File: src/rtl/sreg_pkg.sv
package sreg_pkg;

    typedef enum logic {
        XFER_TO_STORE = 1'b0,
        XFER_TO_SHIFT = 1'b1
    } xfer_e;

    typedef struct packed {
        logic shift_go;
        logic capture_go;
        logic reload_go;
        logic recirc;
    } sreg_ctl_t;

    function automatic logic pin_enable(input logic dis, input logic rd, input logic rst);
        return !dis && rd && !rst;
    endfunction

endpackage

File: src/rtl/sreg_ctl.sv
module sreg_ctl
    import sreg_pkg::*;
(
    input  logic      clk,
    input  logic      rst,
    input  logic      chip_disable,
    input  logic      shift_stb,
    input  logic      store_stb,
    input  logic      read_mode,
    input  logic      xfer_sel,
    output sreg_ctl_t ctl,
    output logic      pin_oe
);
    xfer_e dir;

    always_comb begin
        dir            = xfer_e'(xfer_sel);
        ctl.shift_go   = !chip_disable && shift_stb;
        ctl.capture_go = !chip_disable && store_stb && (dir == XFER_TO_STORE);
        ctl.reload_go  = !chip_disable && store_stb && (dir == XFER_TO_SHIFT);
        ctl.recirc     = read_mode;
        pin_oe         = pin_enable(chip_disable, read_mode, rst);
    end


    gated_off_chk: assert property (@(posedge clk) disable iff (rst)
        chip_disable |-> !(ctl.shift_go || ctl.capture_go || ctl.reload_go || pin_oe));

endmodule

File: src/rtl/sreg_shift.sv
module sreg_shift
    import sreg_pkg::*;
#(
    parameter int WIDTH = 16
) (
    input  logic             clk,
    input  logic             rst,
    input  sreg_ctl_t        ctl,
    input  logic             sdin,
    input  logic [WIDTH-1:0] load_val,
    output logic [WIDTH-1:0] q
);
    localparam int TOP = WIDTH - 1;

    logic entry_bit;
    assign entry_bit = ctl.recirc ? q[TOP] : sdin;

    always_ff @(posedge clk) begin
        if (rst)
            q <= '0;
        else if (ctl.reload_go)
            q <= load_val;
        else if (ctl.shift_go)
            q <= {q[TOP-1:0], entry_bit};
    end


    recirc_keep_chk: assert property (@(posedge clk) disable iff (rst)
        (ctl.shift_go && !ctl.reload_go && ctl.recirc) |=> q == {$past(q[TOP-1:0]), $past(q[TOP])});


    reload_first_chk: assert property (@(posedge clk) disable iff (rst)
        ctl.reload_go |=> q == $past(load_val));


    idle_hold_chk: assert property (@(posedge clk) disable iff (rst)
        !(ctl.shift_go || ctl.reload_go) |=> $stable(q));

endmodule

File: src/rtl/sreg_store.sv
module sreg_store #(
    parameter int WIDTH = 16
) (
    input  logic             clk,
    input  logic             rst,
    input  logic             clear_n,
    input  logic             capture,
    input  logic [WIDTH-1:0] d,
    output logic [WIDTH-1:0] q
);
    always_ff @(posedge clk or negedge clear_n) begin
        if (!clear_n)
            q <= '0;
        else if (rst)
            q <= '0;
        else if (capture)
            q <= d;
    end


    clear_zero_chk: assert property (@(posedge clk) disable iff (rst)
        !clear_n |-> q == '0);


    capture_chk: assert property (@(posedge clk) disable iff (rst)
        (capture && clear_n) |=> (q == $past(d) || !clear_n));

endmodule

File: src/rtl/sreg_pair.sv
module sreg_pair
    import sreg_pkg::*;
#(
    parameter int WIDTH = 16
) (
    input  logic             clk,
    input  logic             rst,
    input  logic             chip_disable,
    input  logic             shift_stb,
    input  logic             store_stb,
    input  logic             read_mode,
    input  logic             xfer_sel,
    input  logic             clear_n,
    input  logic             sdata_in,
    output logic             sdata_out,
    output logic             sdata_oe,
    output logic [WIDTH-1:0] par_q,
    output logic             tail_q
);
    localparam int TOP = WIDTH - 1;

    sreg_ctl_t        ctl;
    logic             pin_oe;
    logic [WIDTH-1:0] shift_q;
    logic [WIDTH-1:0] store_q;

    sreg_ctl u_ctl (
        .clk          (clk),
        .rst          (rst),
        .chip_disable (chip_disable),
        .shift_stb    (shift_stb),
        .store_stb    (store_stb),
        .read_mode    (read_mode),
        .xfer_sel     (xfer_sel),
        .ctl          (ctl),
        .pin_oe       (pin_oe)
    );

    sreg_shift #(.WIDTH(WIDTH)) u_shift (
        .clk      (clk),
        .rst      (rst),
        .ctl      (ctl),
        .sdin     (sdata_in),
        .load_val (store_q),
        .q        (shift_q)
    );

    sreg_store #(.WIDTH(WIDTH)) u_store (
        .clk     (clk),
        .rst     (rst),
        .clear_n (clear_n),
        .capture (ctl.capture_go),
        .d       (shift_q),
        .q       (store_q)
    );

    assign sdata_oe  = pin_oe;
    assign sdata_out = pin_oe ? shift_q[TOP] : 1'b0;
    assign par_q     = store_q;
    assign tail_q    = shift_q[TOP];


    clear_reload_chk: assert property (@(posedge clk) disable iff (rst)
        (store_stb && xfer_sel && !chip_disable && !clear_n) |=> shift_q == '0);


    pre_shift_capture_chk: assert property (@(posedge clk) disable iff (rst)
        (shift_stb && store_stb && !xfer_sel && !chip_disable && clear_n)
            |=> (par_q == $past(shift_q) || !clear_n));


    pin_drive_chk: assert property (@(posedge clk) disable iff (rst)
        sdata_oe |-> sdata_out == tail_q);

endmodule

File: config.mk
export PLATFORM = sky130hd
export DESIGN_NAME = sreg_pair
export DESIGN_NICKNAME = d
export VERILOG_FILES = /design/src/rtl/sreg_pkg.sv /design/src/rtl/sreg_ctl.sv /design/src/rtl/sreg_shift.sv /design/src/rtl/sreg_store.sv /design/src/rtl/sreg_pair.sv
export SDC_FILE = /design/constraint.sdc
export NUM_CORES = 1
export LEC_CHECK = 0
export ABC_AREA = 0
export BUFFER_PORTS_ARGS = -buffer_cell sky130_fd_sc_hd__buf_2
export CAP_MARGIN = 10
export CORE_UTILIZATION = 30
export DETAILED_ROUTE_END_ITERATION = 16
export SLEW_MARGIN = 20
export SYNTH_ARGS = -nofsm -noshare
export SYNTH_HDL_FRONTEND = slang
export SYNTH_SLANG_ARGS = --single-unit
File: constraint.sdc
create_clock -name clk -period 1.8 [get_ports clk]
set_input_delay 0.27 -clock clk [delete_from_list [all_inputs] [get_ports clk]]
set_output_delay 0.27 -clock clk [all_outputs]
set_load 0.005 [all_outputs]
# ---- Yosys cells after proc, flatten, opt, wreduce, memory -nomap -nowiden
# Index checks and enable logic that the tools add are counted.
dict set report totals {
  reg_bits 32
  in_bits 9
}
dict set report op_classes {
  mux 6
  bitwise_logic 1
  reduce_logical 10
}
# cell count
set op_table {}
lappend op_table {{$mux W16} 4}
lappend op_table {{$logic_and A1 B1 Y1} 6}
lappend op_table {{$reduce_bool A2 Y1} 2}
lappend op_table {{$logic_not A1 Y1} 2}
lappend op_table {{$mux W1} 2}
lappend op_table {{$not A1 Y1} 1}

# ---- Depth between registers and ports, before layout
dict set report logic_depth {
  word_depth 5
  depth_mapped 5
  depth_no_buf 4
}

# ---- Hierarchy
# Synthesis repeated with hierarchy kept, for this count alone.
dict set report hier_totals {
  hier_cells 131
  hier_area_um2 1492.7
}
# module n_inst cells_each area_per_inst_um2 seq_area_each_um2
set by_module_without_submodules {}
lappend by_module_without_submodules {sreg_shift 1 73 788.3 320.3}
lappend by_module_without_submodules {sreg_store 1 52 660.6 400.4}
lappend by_module_without_submodules {sreg_ctl 1 5 37.5 0.0}
lappend by_module_without_submodules {sreg_pair 1 1 6.3 0.0}

# ---- Least setup slack after synthesis
# Ideal clock, no wire load.
dict set report synth_timing {
  path_kind {register -> register}
  start {register u_shift.q[15]}
  end {register u_shift.q[0]}
  t_arrival_ps 1006
  required_ps 1672
  setup_slack_ps 667
  stages_incl_launch_ff 5
  path_cell_list {dfxtp_1 > mux2_2 > mux2_1 > mux2i_1 > nor2_1}
}
dict set report synth_between {
  elab_chain_cells 3
}
# element line
set synth_lines {}
lappend synth_lines {{start: declaration} sreg_shift.sv:11} ;# output logic [WIDTH-1:0] q
lappend synth_lines {{start signal: assignment} sreg_shift.sv:22} ;# q <= load_val;
lappend synth_lines {{start signal: assignment} sreg_shift.sv:24} ;# q <= {q[TOP-1:0], entry_bit};
lappend synth_lines {{$mux W1} sreg_shift.sv:16} ;# assign entry_bit = ctl.recirc ? q[TOP] : sdin;
lappend synth_lines {{$mux W16} sreg_shift.sv:23} ;# else if (ctl.shift_go)
lappend synth_lines {{$mux W16} sreg_shift.sv:21} ;# else if (ctl.reload_go)
# No other way between the ends. The select of a mux whose other input is x is not followed.
# A chain may end at the register's enable or synchronous reset.

# ---- Final worst setup path
dict set report layout_timing {
  start {input port rst}
  end {output port sdata_out}
}
dict set report layout_between {
  elab_chain_cells 3
}
# element line
set layout_lines {}
lappend layout_lines {{start: declaration} sreg_pair.sv:7} ;# input logic rst,
lappend layout_lines {{$logic_not A1 Y1} sreg_pkg.sv:16} ;# return !dis && rd && !rst;
lappend layout_lines {{$logic_and A1 B1 Y1} sreg_pkg.sv:16}
lappend layout_lines {{$mux W1} sreg_pair.sv:58} ;# assign sdata_out = pin_oe ? shift_q[TOP] : 1'b0;
lappend layout_lines {{end: declaration} sreg_pair.sv:15} ;# output logic sdata_out,
# No other way between the ends.

==> impl_metrics.ini <==
[run_status]
outcome = completed

[cells_and_area]
final_cell_mix = buf_2 (27), mux2i_1 (17), nor2_1 (17)
fin_nets = 152
seqCellArea_um2 = 721
nFillCells = 435
fin_util_pct = 38.6
layout_commonest_cell = buf_2
multi_input_area_um2 = 554
antenna_cells = 0
drive_above_1_share_pct = 28.5
area_delta_synth_final_pct = 19.7

[synth]
synth_seq_cells = 32
synthFlopType = dfxtp_1
synth_area_um2 = 1340
yosysWarnings = 0
yosysTopAreaCell = dfrtp_1
synth-edff-count = 0
ys_top_cells_by_area = dfrtp_1 (30%), dfxtp_1 (24%), mux2i_1 (13%)
synthDominantCellAreaShare_pct = 30.0
syn_inst = 114
synth_fp_nets = 123
synthArstFlopShare_pct = 50.0
ys_seq_area_share_pct = 54.0
synth.avg_cell_area_um2 = 11.7
synth.distinct_cells = 19

[place]
place_congestion = 0.693
portBuffers = 27
post-place-ws_ps = 61.9
dpl.hpwl_um = 1950

[power]
vdd_drop_max_mv = 0.354
p_sw_mw = 0.354
p_int_mw = 1.09
combPwrFrac_pct = 7.9
seqPwrFrac_pct = 52.3
p_leak_nw = 0.835
clkPwrFrac_pct = 39.8
power.total_mw = 1.44
swShare_pct = 24.5
pwr_density_cell_nw_per_um2 = 904

[setup_path]
critical-path-top-delay-family = buffers and inverters
startpoint = rst
path_class = in2out
r2r_slack_ps = 620
cpMaxStageDelayCell = nor3b_1
cp-end-kind = output port
worstPathMaxFanout = 11
slowest_delay_ps = 230
timing.rr.end = u_shift.q[0]$_SDFFE_PP0P_
reg2reg_depth = 4
crit_required_ps = 1530
critical_path_buf_inv_count = 3
startpoint_type = primary input
crit_chain = buf_2 -> buf_4 -> nor3b_1 -> and2_1 -> buf_2
regToRegStartpoint = u_shift.q[15]$_SDFFE_PP0P_
arrival_ps = 1140
cpMostUsedCell = buf_2

[routing]
via_count = 995
detail-route-antenna-nets = 0
dr.pass1.iters = 4
avgRoutedWirePerCell_um = 15.8
drc = 0
wirelength_um = 3070
first_iter_violations = 44
vias_per_cell = 5.13

[clock_tree]
numClockSinks = 32
clk_latency_ps = 290
cts_tree = done
cts.path.max_buffers = 2
ctsHtreeMaxLevel = 2
hold_buffers = 1
cts_buffers = 5
cts-root-buf = clkbuf_8
cts_setup_buffers = 0
post_cts_resized = 0
path_clk_slew_ps = 70

[sta]
rsz0062_at_grt = no
tightest_slew_ps = 686
fmax_ghz = 0.712
finalHoldViolations = 0
min_period_over_period_pct = 78.1
setup_viol = 0
relSlewSlack_pct = 54.2
min_period_ps = 1410
skew_ps = 2.70
worst_slack_ps = 395
worst_hold_slack_ps = 325
report.final.slew_viol_count = 0
setup_tns_ps = 0

[global_route]
grt_max_degree = 32
grt_pass1_wl_um = 5060
grt_pass1_vias = 1023
antenna_found_initial = 0
grt_use_total_pct = 15.5
overflow = 0

[min_path]
hold_class = in2reg
hp-start = rst
min_delay_path_depth = 2
holdPathEnd = u_shift.q[10]$_SDFFE_PP0P_

[floorplanning]
die_h_um = 68.7
die_w_um = 68.7
ioPinCount = 28
start_util_pct = 32.2
core_um2 = 4140
die_area_um2 = 4720
rows = 23

[job]
maxCapViolCount = 0
## state kept, by name, indices dropped and copies added (netlist names)
| signal | cells |
|---|---|
| u_shift.q | 16 |
| u_store.q | 16 |
## cell usage after synthesis (2+ instances only)
cell	number
nor2_1	18
buf_1	2
a211oi_1	15
dfrtp_1	16
mux2i_1	17
buf_2	4
dfxtp_1	16
a22o_1	15
## layout make-up
type	instances	share of cell area, %
multi-input combinational	73	34.7
clock buffer	6	5.17
clock inverter	2	0.626
timing repair buffer	31	10.5
tap	50	3.92
sequential	32	45.1
## worst register-to-register path: cells and delay by family (launching register included)
kind / cells / cell delay (ps)
DFF: 1 / 350
and+or+nand+nor: 1 / 50
muxes: 3 / 690
## per-layer routing
metal  wire length, um  vias to the layer above  GRT usage (%)
li1                  -                      481              -
met1              1450                      482           19.8
met2              1400                       26           23.0
met3               161                        6           5.43
met4                66                        0           7.65
met5                 0                        -              0
## worst max path at each step
stage | slack (ps) | to | cells past startpoint
6_report | 390 | sdata_out | 5
5_1_grt | 290 | sdata_out | 5
4_1_cts | 350 | u_store.q[4]$_DFFE_PN0P_ | 4
3_5_place_dp | 60 | u_store.q[9]$_DFFE_PN0P_ | 4
3_3_place_gp | 110 | u_store.q[7]$_DFFE_PN0P_ | 4
2_1_floorplan | 670 | u_shift.q[0]$_SDFFE_PP0P_ | 4
## metrics by stage
stage / cells / area [um2]
finish: 194 / 1600
global route: 194 / 1600
CTS: 194 / 1600
detailed placement: 185 / 1490
global placement: 185 / 1490
floorplan: 114 / 1340
## power by group through the flow
stage	combinational [mW]	sequential [mW]	clock, mW
after floorplan	0.0795	0.764	0
after global placement	0.110	0.768	0
after detailed placement	0.113	0.769	0
after CTS	0.116	0.754	0.592
after global routing	0.128	0.757	0.628
final	0.115	0.754	0.575
## kinds of logic after synthesis
family / share of synthesized area [%]
simple gates: 8.62
mux: 14.4
buf+inv: 4.69
compound gates: 18.3
flops: 54.0
No activity file was read; power rests on OpenSTA's default activity.
